<file path="config.mk">
export PLATFORM = sky130hd
export DESIGN_NAME = ttw_matcher
export DESIGN_NICKNAME = d
export VERILOG_FILES = /design/src/rtl/ttw_pkg.sv /design/src/rtl/ttw_regfile.sv /design/src/rtl/ttw_window_check.sv /design/src/rtl/ttw_prio.sv /design/src/rtl/ttw_matcher.sv
export SDC_FILE = /design/constraint.sdc
export NUM_CORES = 1
export LEC_CHECK = 0
export BUFFER_PORTS_ARGS = -buffer_cell sky130_fd_sc_hd__buf_2
export CAP_MARGIN = 25
export CORE_UTILIZATION = 45
export CTS_CLUSTER_SIZE = 28
export DETAILED_ROUTE_END_ITERATION = 7
export PLACE_DENSITY = 0.68
export SETUP_SLACK_MARGIN = 0.4
export SYNTH_ARGS = -nofsm -noshare
export SYNTH_HDL_FRONTEND = slang
export SYNTH_SLANG_ARGS = --single-unit
</file>
<file path="constraint.sdc">
create_clock -name clk -period 1.9 [get_ports clk]
set_input_delay 0.285 -clock clk [delete_from_list [all_inputs] [get_ports clk]]
set_output_delay 0.285 -clock clk [all_outputs]
set_load 0.03 [all_outputs]
</file>
<file path="src/rtl/ttw_pkg.sv">
// Package: field positions and shared types for the transparent window matcher.
// Assumes a 32-bit register layout in which the base and mask cover the top address byte.
package ttw_pkg;
    localparam int TTW_DATA_W  = 32;
    localparam int TTW_EN_BIT  = 15;
    localparam int TTW_MODE_HI = 14;
    localparam int TTW_MODE_LO = 13;
    localparam int TTW_WP_BIT  = 2;
    localparam int TTW_BASE_HI = 31;
    localparam int TTW_BASE_LO = 24;
    localparam int TTW_MASK_HI = 23;
    localparam int TTW_MASK_LO = 16;
    localparam int TTW_BYTE_W  = TTW_BASE_HI - TTW_BASE_LO + 1;

    typedef enum logic [1:0] {
        MODE_USER  = 2'b00,
        MODE_SUPER = 2'b01,
        MODE_ANY_A = 2'b10,
        MODE_ANY_B = 2'b11
    } ttw_mode_e;
endpackage

</file>
<file path="src/rtl/ttw_regfile.sv">
// Module: window register file. Holds NUM_REGS registers with one indexed write
// port and a combinational read port. Assumes idx is always below NUM_REGS.
module ttw_regfile #(
    parameter int NUM_REGS = 4,
    parameter int DATA_W   = 32,
    localparam int IDX_W   = $clog2(NUM_REGS)
) (
    input  logic                             clk,
    input  logic                             rst_n,
    input  logic [IDX_W-1:0]                 idx,
    input  logic                             we,
    input  logic [DATA_W-1:0]                wdata,
    output logic [DATA_W-1:0]                rdata,
    output logic [NUM_REGS-1:0][DATA_W-1:0]  regs_q
);
    // Register storage: cleared on reset, one register updated per write.
    always_ff @(posedge clk) begin
        if (!rst_n) begin
            regs_q <= '0;
        end else if (we) begin
            regs_q[idx] <= wdata;
        end
    end

    // Read port: returns the register selected by idx.
    always_comb begin
        rdata = regs_q[idx];
    end
endmodule

</file>
<file path="src/rtl/ttw_window_check.sv">
// Module: compares one window register against an access. It reports a match
// from the enable bit, the mode field and the masked top address byte, and it
// reports whether the window allows writes. Purely combinational.
module ttw_window_check
    import ttw_pkg::*;
(
    input  logic [TTW_DATA_W-1:0] win_val,
    input  logic [TTW_BYTE_W-1:0] addr_top,
    input  logic                  is_super,
    output logic                  match,
    output logic                  wr_ok
);
    logic            mode_ok;
    logic            addr_ok;
    logic [TTW_BYTE_W-1:0] care;
    ttw_mode_e       mode;

    // Mode gate: user-only, supervisor-only or either mode.
    always_comb begin
        mode = ttw_mode_e'(win_val[TTW_MODE_HI:TTW_MODE_LO]);
        case (mode)
            MODE_USER:  mode_ok = !is_super;
            MODE_SUPER: mode_ok = is_super;
            default:    mode_ok = 1'b1;
        endcase
    end

    // Address gate: compare only the bits that the mask does not ignore.
    always_comb begin
        care    = ~win_val[TTW_MASK_HI:TTW_MASK_LO];
        addr_ok = ((addr_top ^ win_val[TTW_BASE_HI:TTW_BASE_LO]) & care) == '0;
    end

    // Combine the gates and derive write permission.
    always_comb begin
        match = win_val[TTW_EN_BIT] && mode_ok && addr_ok;
        wr_ok = !win_val[TTW_WP_BIT];
    end
endmodule

</file>
<file path="src/rtl/ttw_prio.sv">
// Module: fixed-priority picker. Returns the lowest set request index and
// whether any request is set. Index 0 has the highest priority.
module ttw_prio #(
    parameter int N        = 4,
    localparam int IDX_W   = $clog2(N)
) (
    input  logic [N-1:0]     req,
    output logic             any,
    output logic [IDX_W-1:0] idx
);
    // Scan from the top down so that the lowest set index is written last and wins.
    always_comb begin
        any = 1'b0;
        idx = '0;
        for (int i = N - 1; i >= 0; i--) begin
            if (req[i]) begin
                any = 1'b1;
                idx = IDX_W'(i);
            end
        end
    end
endmodule

</file>
<file path="src/rtl/ttw_matcher.sv">
// Module: transparent translation window matcher (top). It stores the window
// registers, checks the bank that belongs to the access kind, picks the
// lowest-index match and produces the untranslated frame and permissions.
// Assumes the request inputs are stable for the whole cycle of a lookup.
module ttw_matcher
    import ttw_pkg::*;
#(
    parameter int WIN_PER_KIND = 2,
    parameter int NUM_KINDS    = 2,
    parameter int PAGE_BITS    = 12,
    localparam int NUM_REGS    = WIN_PER_KIND * NUM_KINDS,
    localparam int IDX_W       = $clog2(NUM_REGS)
) (
    input  logic                  clk,
    input  logic                  rst_n,
    input  logic [IDX_W-1:0]      cfg_idx,
    input  logic                  cfg_we,
    input  logic [TTW_DATA_W-1:0] cfg_wdata,
    output logic [TTW_DATA_W-1:0] cfg_rdata,
    input  logic [TTW_DATA_W-1:0] req_addr,
    input  logic                  req_ifetch,
    input  logic                  req_super,
    output logic                  hit,
    output logic                  miss,
    output logic [IDX_W-1:0]      hit_idx,
    output logic [TTW_DATA_W-1:0] phys_addr,
    output logic                  perm_rd,
    output logic                  perm_wr,
    output logic                  perm_ex
);
    localparam logic [TTW_DATA_W-1:0] FRAME_MASK =
        ~((TTW_DATA_W'(1) << PAGE_BITS) - TTW_DATA_W'(1));

    logic [NUM_REGS-1:0][TTW_DATA_W-1:0] regs_q;
    logic [NUM_REGS-1:0] win_match;
    logic [NUM_REGS-1:0] win_wr_ok;
    logic [NUM_REGS-1:0] bank_match;
    logic                any_hit;
    logic [IDX_W-1:0]    sel_idx;

    ttw_regfile #(
        .NUM_REGS (NUM_REGS),
        .DATA_W   (TTW_DATA_W)
    ) u_regs (
        .clk    (clk),
        .rst_n  (rst_n),
        .idx    (cfg_idx),
        .we     (cfg_we),
        .wdata  (cfg_wdata),
        .rdata  (cfg_rdata),
        .regs_q (regs_q)
    );

    // One comparator per register; each register is gated to its own access kind.
    for (genvar g = 0; g < NUM_REGS; g++) begin : g_win
        localparam int KIND = g / WIN_PER_KIND;
        ttw_window_check u_chk (
            .win_val  (regs_q[g]),
            .addr_top (req_addr[TTW_BASE_HI:TTW_BASE_LO]),
            .is_super (req_super),
            .match    (win_match[g]),
            .wr_ok    (win_wr_ok[g])
        );
        // Bank gate: kind 1 holds the fetch windows and kind 0 the data windows.
        always_comb begin
            bank_match[g] = win_match[g] && ((KIND == 1) == req_ifetch);
        end
    end

    ttw_prio #(.N(NUM_REGS)) u_prio (
        .req (bank_match),
        .any (any_hit),
        .idx (sel_idx)
    );

    // Result drive: untranslated frame and permissions on a hit, all zero on a miss.
    always_comb begin
        hit       = any_hit;
        miss      = !any_hit;
        hit_idx   = any_hit ? sel_idx : '0;
        phys_addr = any_hit ? (req_addr & FRAME_MASK) : '0;
        perm_rd   = any_hit;
        perm_ex   = any_hit;
        perm_wr   = any_hit && win_wr_ok[sel_idx];
    end
endmodule

</file>
==> results.toml, run 1 <==
[run_status]
outcome = "finished with violations"
failed_checks = "setup timing"

[yosys]
synthCells = 725
synthArstFlopShare = 0
ys_warn_count = 0
ys.flop_type = "dfxtp_1"
ys_types = 32
synth-seq-cells = 128
synth_edf_count = 0
syn_area_per_cell_sq_um = 8.81
syn_area_sq_um = 6380
ys_seq_area_frac = 0.401

[cts]
clock-sinks = 128
root_buffer = "clkbuf_16"
insertion_delay_ns = 0.43
cts.reportedPaths.clkPinSlew_ns = 0.05
clockBufferDepth = 2
cts_tree = "built"
h-tree-depth = 4
cts_buffers = 17

[critical_path]
criticalPathCategory = "reg -> out"
crit_path_max_incr_delay_ns = 0.33
worstSetupEndpoint = "phys_addr[26]"
cp.depth = 8
required_ns = 1.62
r2r-start = "u_regs.regs_q[120]$_SDFFE_PN0P_"
path_cells = "xnor2_2 > o22ai_2 > nor4_4 > o2111ai_2 > nand4_4 > clkbuf_16 > and2_4 > buf_6"
reg2regPathDepth = 4
worstPathMaxFanout = 5
path_delay_family = "simple AND/OR/NAND/NOR gates"
r2r_slack_ns = 1.04
slowest_stage = "dfxtp_2"
critPathBufInv = 2
crit_start = "u_regs.regs_q[124]$_SDFFE_PN0P_"
end_kind = "output pin"
cp-start-kind = "flip-flop"
crit_arrival_ns = 2.34
reg2reg_to = "u_regs.regs_q[120]$_SDFFE_PN0P_"

[cells_and_area]
final_core_util = 0.636
nets = 942
reg_top3 = "u_regs.regs_q (128)"
diodes = 0
areaGrowthSynthToFinish_pct = 38.3
final_area_sq_um = 8830
final_layout_size_suffix_gt1_frac = 0.396
largest-register = "u_regs.regs_q"
largest_reg_flops = 128

[timing]
fin_setup_tns_ns = -18.53
finalHoldViolations = 0
slew_viol_final = 0
fin_ws_ns = -0.723
finClkSkew_ns = 0
fmax_ghz = 0.381
min_period_ns = 2.62
period_share = 1.38
setup_viol = 27
grt_setup_unrepaired = "yes"

[power_and_ir_drop]
power.leakage_uw = 0.00341
sequentialPowerShare = 0.409
clkPwrFrac = 0.462
switching_share = 0.244
combPwrFrac = 0.129
internal_power_uw = 5260
vdd_drop_max_mv = 0.744
power.density_nw_per_um2 = 787
p_switching_uw = 1700

[floorplan]
die_y_microns = 121
die_w_microns = 121
rows = 43
die_area_sq_um = 14700
start_util = 0.460
io_pins = 142
design.core.area_sq_um = 13900

[job]
maxCapViolCount = 0

[route]
drt_iter0_drc = 546
via_count = 5728
antenna_left = 0
firstDrtPassIters = 5
drc = 0
drt-wirelength-per-cell_microns = 18.5
routed_via_density = 5.39
wirelength_mm = 19.7

[global_route]
grt_pass1_wl_mm = 30.9
overflow = 0
grt_max_degree = 77
grt_pass1_vias = 5921
grt_use_total = 0.282
antenna_found_initial = 0

[place]
dp_slack_ns = -0.401
hpwlAfterDp_mm = 12.6
placed_area_sq_um = 7510
gp_congestion = 0.875
io_buffers = 117

[worst_hold_path]
worst_hold_path_type = "in -> reg"
-- worst min-delay path by stage --
stage                                         from                              to  slack, ns  cells past startpoint
floorplan                             cfg_wdata[0]   u_regs.regs_q[0]$_SDFFE_PN0P_       0.43                      2
global placement    u_regs.regs_q[43]$_SDFFE_PN0P_  u_regs.regs_q[43]$_SDFFE_PN0P_       0.45                      2
detailed placement   u_regs.regs_q[8]$_SDFFE_PN0P_   u_regs.regs_q[8]$_SDFFE_PN0P_       0.46                      2
CTS                                  cfg_wdata[27]  u_regs.regs_q[27]$_SDFFE_PN0P_       0.12                      3
global route                          cfg_wdata[2]  u_regs.regs_q[66]$_SDFFE_PN0P_       0.15                      3
finish                               cfg_wdata[27]  u_regs.regs_q[27]$_SDFFE_PN0P_       0.13                      3
-- layer usage --
metal	track usage	routed length, microns	vias to the layer above
met2	0.496	10000	260
met3	0.0606	1530	41
met1	0.325	7490	2738
met5	0	0	-
met4	0.131	605	0
li1	-	-	2689
-- area by class of cell --
cell class	count	area, sq um
clock buffers	24	502
clock inverters	6	80.1
fillers	1114	5050
inverters	2	7.51
multi-input cells	531	3620
flip-flops and latches	128	2630
well taps	180	225
repair buffers	191	1760
-- tightest hold or removal path, delay by kind of cell --
kind / cells / cell delay (ns)
AO/OA/AOI/OAI: 1 / 0.06
AND/OR/NAND/NOR: 1 / 0.05
buffers and inverters: 1 / 0.12
-- placed cells by master, fill, tap and decap left out, drive strengths merged, types with 2 or more instances in the layout --
cell type and count:
bufinv 2, o2111ai 3, and2 20, o22ai 16
conb 12, nand3 2, dfxtp 128, inv 2
nand2 258, clkinv 4, a21boi 129, nor2 7
clkbuf 26, buf 189, xnor2 36, mux4 32
nor3b 2, nor2b 2
-- power groups by stage --
stage | logic, uW | clock network [uW] | registers, uW
finish | 894 | 3210 | 2850
global placement | 793 | 0 | 2890
floorplan | 531 | 0 | 2880
CTS | 870 | 3250 | 2840
detailed placement | 807 | 0 | 2890
global route | 955 | 3370 | 2860
-- cell families after synthesis --
family	Yosys count	share of synthesized area
AND/OR/NAND/NOR	299	0.192
buffers and inverters	77	0.0641
flip-flops	128	0.401
XOR/XNOR	36	0.0517
multiplexers	32	0.113
other	1	0.000587
AO/OA/AOI/OAI	152	0.177
-- synthesized netlist by cell type (2+ instances only) --
cell       count  area [sq um]
buf_4         14           105
nand2_1      258           968
nor2b_1        2          12.5
mux4_2        32           721
xnor2_2        2          32.5
buf_6          6          67.6
a21boi_0     129           968
xnor2_1       34           298
nand3_1        2          10.0
and2_1        20           125
o22ai_1       16           100
nor2_1         7          26.3
nor3b_1        2          15.0
buf_2         18          90.1
o2111ai_1      2          17.5
clkbuf_1      37           139
dfxtp_1      128          2560
inv_1          2          7.51
-- timing repair --
item / in CTS / in global routing
setup endpoints to repair: 59 / 59
buffers inserted: 2 / 3
endpoints found under the hold margin: 0 / 0
pin swaps: 9 / 5
resized for setup: 181 / 40
hold buffers: 0 / 0
gates cloned: 1 / 1
-- stage by stage --
| stage | total power, uW | cells | hold slack, ns |
|---|---|---|---|
| final | 6950 | 1062 | 0.130 |
| after global routing | 7180 | 1062 | 0.149 |
| after CTS | 6970 | 1058 | 0.121 |
| after detailed placement | 3700 | 1025 | 0.457 |
| after global placement | 3680 | 1025 | 0.446 |
| after floorplan | 3410 | 736 | 0.430 |
No activity file was read; power rests on OpenSTA's default activity.
==> run 2: changes to the inputs <==
CELL_PAD_IN_SITES_DETAIL_PLACEMENT = 1   (was unset)
CELL_PAD_IN_SITES_GLOBAL_PLACEMENT = 2   (was unset)
CORE_UTILIZATION = 32   (was 45)
PLACE_DENSITY = unset   (was 0.68)
PLACE_DENSITY_LB_ADDON = 0.1   (was unset)
==> run 2 against run 1 <==
  * The flow still finishes with violations (setup timing)
  * Total power grew 3.4%
  * Clock skew unchanged
  * Via count up 1.0%
  * Maximum frequency increased by 4.6%
  * Clock power increased by 5%
  * Flip-flop and latch count is the same
  * Die area is 40% higher
  * Register-to-register slack hardly changed
  * Worst hold slack got worse by 0.0034 ns
  * Count of clock-buffer cells in the layout is 7 lower
  * Sequential power hardly changed
==> results.toml, run 2 (synthesis results as in run 1) <==
[run_status]
outcome = "finished with violations"
failed_checks = "setup timing"

[route]
firstDrtPassIters = 4
drt-wirelength-per-cell_microns = 20.1
via_count = 5785
drc = 0
antenna_left = 0
drt_iter0_drc = 202
wirelength_mm = 23.4
routed_via_density = 4.95

[worst_hold_path]
holdPathEnd = "u_regs.regs_q[97]$_SDFFE_PN0P_"
hp-start = "cfg_wdata[1]"
hold_depth = 3
worst_hold_path_type = "in -> reg"

[cells_and_area]
final_core_util = 0.469
layout_common_cells = "257 x nand2_1, 128 x a21boi_0, 98 x buf_6"
largest-register = "u_regs.regs_q"
fillers = 2253
reg_top3 = "u_regs.regs_q (128)"
final_layout_size_suffix_gt1_frac = 0.411
largest_reg_flops = 128
nets = 960
areaGrowthSynthToFinish_pct = 43.3
layout_commonest_cell = "nand2_1"
final_cell_count_no_fill = 1168

[timing]
grt_setup_unrepaired = "yes"
relSlewSlack = 0.643
fmax_ghz = 0.399
slew_viol_final = 0
tightest_slew_ns = 0.536
finClkSkew_ns = 0
finalHoldViolations = 0
fin_ws_ns = -0.607
min_period_ns = 2.51
period_share = 1.32
setup_viol = 27
hold_slack_ns = 0.127

[global_route]
antenna_found_initial = 1
overflow = 0
grt_use_total = 0.236
gr-usage-met1 = 0.277
grt_max_degree = 54
grt_pass1_wl_mm = 35.4
met3_usage = 0.0543
busiest_layer = "met2"
met2_usage = 0.424
grt_pass1_vias = 6230

[place]
hpwlAfterDp_mm = 15.7
gp_congestion = 0.789
io_buffers = 117
dpl.cell_count = 1128

[power_and_ir_drop]
power.density_nw_per_um2 = 785
power.leakage_uw = 0.00353
vdd_drop_max_mv = 0.514

[critical_path]
end_kind = "output pin"
reg2reg_to = "u_regs.regs_q[58]$_SDFFE_PN0P_"
criticalPathCategory = "reg -> out"
required_ns = 1.62
cp-start-kind = "flip-flop"
worstPathMaxFanout = 21
r2r_slack_ns = 1.03
reg2regPathDepth = 4
crit_start = "u_regs.regs_q[125]$_SDFFE_PN0P_"
r2r-start = "u_regs.regs_q[58]$_SDFFE_PN0P_"
crit_arrival_ns = 2.22

[floorplan]
start_util = 0.327
io_pins = 142
die_w_microns = 143
die_y_microns = 143
die_area_sq_um = 20500
design.core.area_sq_um = 19500
rows = 51

[cts]
h-tree-depth = 4
cts.reportedPaths.clkPinSlew_ns = 0.07
insertion_delay_ns = 0.42
cts_hold_buf = 0
clockBufferDepth = 2
cts_tree = "built"
cts_buffers = 17
root_buffer = "clkbuf_16"
clock-sinks = 128

[job]
maxCapViolCount = 0
[run 2: layout make-up]
class | count | area [sq um] | share of cell area
clock inverter | 15 | 174 | 0.0190
antenna | 1 | 2.50 | 0.000273
multi-input combinational | 531 | 3590 | 0.393
inverter | 2 | 7.51 | 0.000820
tap | 265 | 332 | 0.0362
timing repair buffer | 209 | 1980 | 0.216
sequential | 128 | 2640 | 0.288
clock buffer | 17 | 425 | 0.0465
[run 2: metrics by stage]
| stage | setup WS, ns | area, sq um | TNS [ns] | total power [uW] |
|---|---|---|---|---|
| detailed placement | -0.437 | 7780 | -9.21 | 3770 |
| CTS | -0.625 | 9000 | -15.39 | 7230 |
| finish | -0.607 | 9150 | -14.78 | 7190 |
| global route | -0.720 | 9150 | -17.29 | 7440 |
| floorplan | 0.00899 | 6540 | 0 | 3410 |
| global placement | -0.398 | 7780 | -7.63 | 3750 |
[run 2: routing by layer]
layer  wire, microns  vias to the layer above  share of wire
li1                -                     2739              -
met4             414                        0          0.018
met2           12300                      119           0.52
met5               0                        -              0
met1            9790                     2900           0.42
met3             936                       27          0.040
[run 2: worst max-delay path, cell delays in order, from the launching register on]
cell and delay, ns:
dfxtp_2 0.34, xnor2_2 0.19, o22ai_2 0.13, nor4_4 0.31, o2111ai_2 0.18, nand4_2 0.12, buf_12 0.19, buf_6 0.14
inv_1 0.04, buf_4 0.16
[run 2: worst max path at each step]
| stage | end | slack, ns | cells after the start |
|---|---|---|---|
| after detailed placement | hit_idx[0] | -0.44 | 9 |
| final | miss | -0.61 | 9 |
| after global placement | hit_idx[0] | -0.40 | 9 |
| after CTS | perm_wr | -0.63 | 8 |
| after global routing | perm_wr | -0.72 | 7 |
| after floorplan | hit_idx[0] | 0.009 | 7 |
[run 2: what timing repair did]
item,4_1_cts,5_1_grt
gates cloned,0,2
endpoints found under the setup margin,59,59
gates resized for setup,205,31
hold endpoints to repair,0,0
pin swaps,8,3
setup buffers,3,2
[run 2: power by group]
part / total [uW] / internal (uW) / leakage, uW / switching [uW]
clock: 3380 / 1980 / 0.000293 / 1400
combinational: 963 / 436 / 0.00217 / 527
sequential: 2850 / 2780 / 0.00107 / 67.6
==> run 3: changes to the inputs <==
ABC_AREA = 1   (was unset)
CORE_UTILIZATION = 30   (was 32)
PLACE_DENSITY_LB_ADDON = 0.2   (was 0.1)
==> run 3 against run 2 <==
  * The flow still finishes with violations (setup timing)
  * Routed wire length increased by 4.5%
  * Core utilization increased by 3.3 points
  * Maximum frequency increased by 12%
  * First-iteration DRC count increased by 11%
  * Non-clock buffer count increased by 20
  * Global-route usage decreased by 0.97 points
  * Cell count increased by 15%
  * Cell area increased by 12%
  * Area after synthesis decreased by 1.0%
  * Via count increased by 13%
  * Largest power group unchanged
  * Total power increased by 5.7%
==> results.toml, run 3 <==
[critical_path]
crit_arrival_ns = 1.96
slowest_stage = "dfxtp_1"
path_cells = "inv_1 > nand2_1 > nand3_1 > nand2_1 > nor2_2 > nand3_4 > nand4_4 > inv_6 > buf_12 > nor2_4 > buf_6"
cp-start-kind = "flip-flop"
crit_path_max_incr_delay_ns = 0.33
criticalPathCategory = "reg -> out"
path_delay_family = "simple AND/OR/NAND/NOR gates"
critPathBufInv = 4
critical_path.most_common_cell = "nand2_1"
worstPathMaxFanout = 6
required_ns = 1.62
end_kind = "output pin"

[cts]
cts.reportedPaths.clkPinSlew_ns = 0.06
cts_buffers = 17
root_buffer = "clkbuf_16"
h-tree-depth = 4
clock-sinks = 128
clockBufferDepth = 2
insertion_delay_ns = 0.42
cts_tree = "built"

[place]
hpwlAfterDp_mm = 15.8
dpl.cell_count = 1275
dp_slack_ns = -0.162
io_buffers = 117
gp_congestion = 0.746
placed_area_sq_um = 8210

[route]
via_count = 6560
firstDrtPassIters = 5
drt_iter0_drc = 224
antenna_left = 0
drc = 0
drt-wirelength-per-cell_microns = 18.3
wirelength_mm = 24.5
routed_via_density = 4.90

[worst_hold_path]
worst_hold_path_type = "in -> reg"

[power_and_ir_drop]
total_power_uw = 7600
clkPwrFrac = 0.423
power.density_nw_per_um2 = 741
p_switching_uw = 2210
sequentialPowerShare = 0.383
combPwrFrac = 0.194
power.leakage_uw = 0.00409
vdd_drop_max_mv = 0.602
internal_power_uw = 5390
switching_share = 0.290

[yosys]
ys.flop_type = "dfxtp_1"
synth_edf_count = 0
yosysMostFrequentCell = "dfxtp_1"
synthCells = 865
netlist_top_cells_count = "128 x dfxtp_1, 114 x a21oi_1, 111 x inv_1, 111 x nand2_1, 106 x o21ai_0"
syn_area_sq_um = 6320
synthArstFlopShare = 0
ys_warn_count = 0
yosys.area.top_type = "dfxtp_1"
synth-seq-cells = 128
synth_top_area_frac = 0.405
ys_seq_area_frac = 0.405
synthTopCellsByArea = "dfxtp_1 41%, a21oi_1 9.0%, o21ai_0 8.4%"
syn_area_per_cell_sq_um = 7.31
ys_types = 32

[global_route]
gr-usage-met1 = 0.284
met3_usage = 0.0469
antenna_found_initial = 2
grt_use_total = 0.226
grt_pass1_vias = 6817
grt_pass1_wl_mm = 37.8
overflow = 0
met2_usage = 0.396
grt_max_degree = 53
busiest_layer = "met2"

[timing]
finClkSkew_ns = 0
fin_ws_ns = -0.340
grt_setup_unrepaired = "yes"
period_share = 1.18
slew_viol_final = 0
finalHoldViolations = 0
setup_viol = 27
fmax_ghz = 0.446
min_period_ns = 2.24

[cells_and_area]
layout_commonest_cell = "a21oi_1"
final_layout_size_suffix_gt1_frac = 0.469
final_cell_count_no_fill = 1338
final_core_util = 0.502
multi_input_area_sq_um = 3890
layout_common_cells = "113 x a21oi_1, 103 x o21ai_0, 91 x nand2_1"
nets = 1125
largest_reg_flops = 128
reg_top3 = "u_regs.regs_q (128)"
largest-register = "u_regs.regs_q"
fillers = 2391
areaGrowthSynthToFinish_pct = 62.2
ff_latch_area_sq_um = 2660
final_area_sq_um = 10300

[floorplan]
io_pins = 142
die_y_microns = 147
die_area_sq_um = 21700
design.core.area_sq_um = 20400
rows = 52
start_util = 0.309
die_w_microns = 147

[run_status]
outcome = "finished with violations"
failed_checks = "setup timing"

[job]
maxCapViolCount = 0
-- run 3: layer usage --
layer  share of wire  wire length [microns]  vias to the layer above
li1                -                      -                     3258
met1            0.44                  10700                     3178
met2            0.52                  12700                      103
met3           0.032                    774                       19
met4           0.012                    283                        2
met5         0.00053                     13                        -
-- run 3: final cells by class --
type,count,area share
Inverter,123,0.0478
Tap cell,270,0.0329
Clock inverter,11,0.0111
Antenna cell,1,0.000244
Timing Repair Buffer,229,0.226
Clock buffer,21,0.0439
Sequential cell,128,0.259
Multi-Input combinational cell,555,0.379
-- run 3: kinds of logic after synthesis --
group	synth area share
compound gates	0.265
other cells	0.000593
mux	0.00158
simple gates	0.196
flops	0.405
buf+inv	0.131
-- run 3: tightest hold or removal path, cell delays in order --
cell and delay [ns]:
buf_2 0.12, nand3_1 0.08, a21oi_1 0.06
-- run 3: through the flow --
stage	TNS (ns)	hold WS [ns]
finish	-8.35	0.160
global route	-11.09	0.162
CTS	-8.07	0.147
detailed placement	-3.03	0.454
global placement	-2.58	0.452
floorplan	0	0.441
-- run 3: path summary, 6_finish.rpt --
check | slack, ns | from | endpoint | cells after the start
setup / recovery | -0.34 | u_regs.regs_q[29]$_SDFFE_PN0P_ | phys_addr[13] | 11
hold / removal | 0.16 | cfg_wdata[1] | u_regs.regs_q[33]$_SDFFE_PN0P_ | 3
setup reg to reg | 1.06 | u_regs.regs_q[30]$_SDFFE_PN0P_ | u_regs.regs_q[30]$_SDFFE_PN0P_ | 4
hold reg to reg | 0.47 | u_regs.regs_q[44]$_SDFFE_PN0P_ | u_regs.regs_q[44]$_SDFFE_PN0P_ | 2
-- run 3: power groups by stage --
stage | Clock (uW) | Sequential [uW] | Combinational (uW)
floorplan | 0 | 2920 | 751
global placement | 0 | 2940 | 1180
detailed placement | 0 | 2940 | 1190
CTS | 3270 | 2910 | 1410
global route | 3390 | 2930 | 1590
finish | 3210 | 2910 | 1480
-- run 3: what timing repair did --
item,in CTS,in global routing
gates resized for setup,279,69
endpoints found under the setup margin,59,59
hold buffers,0,0
pin swaps,53,42
buffers inserted,11,10
gates cloned,5,4
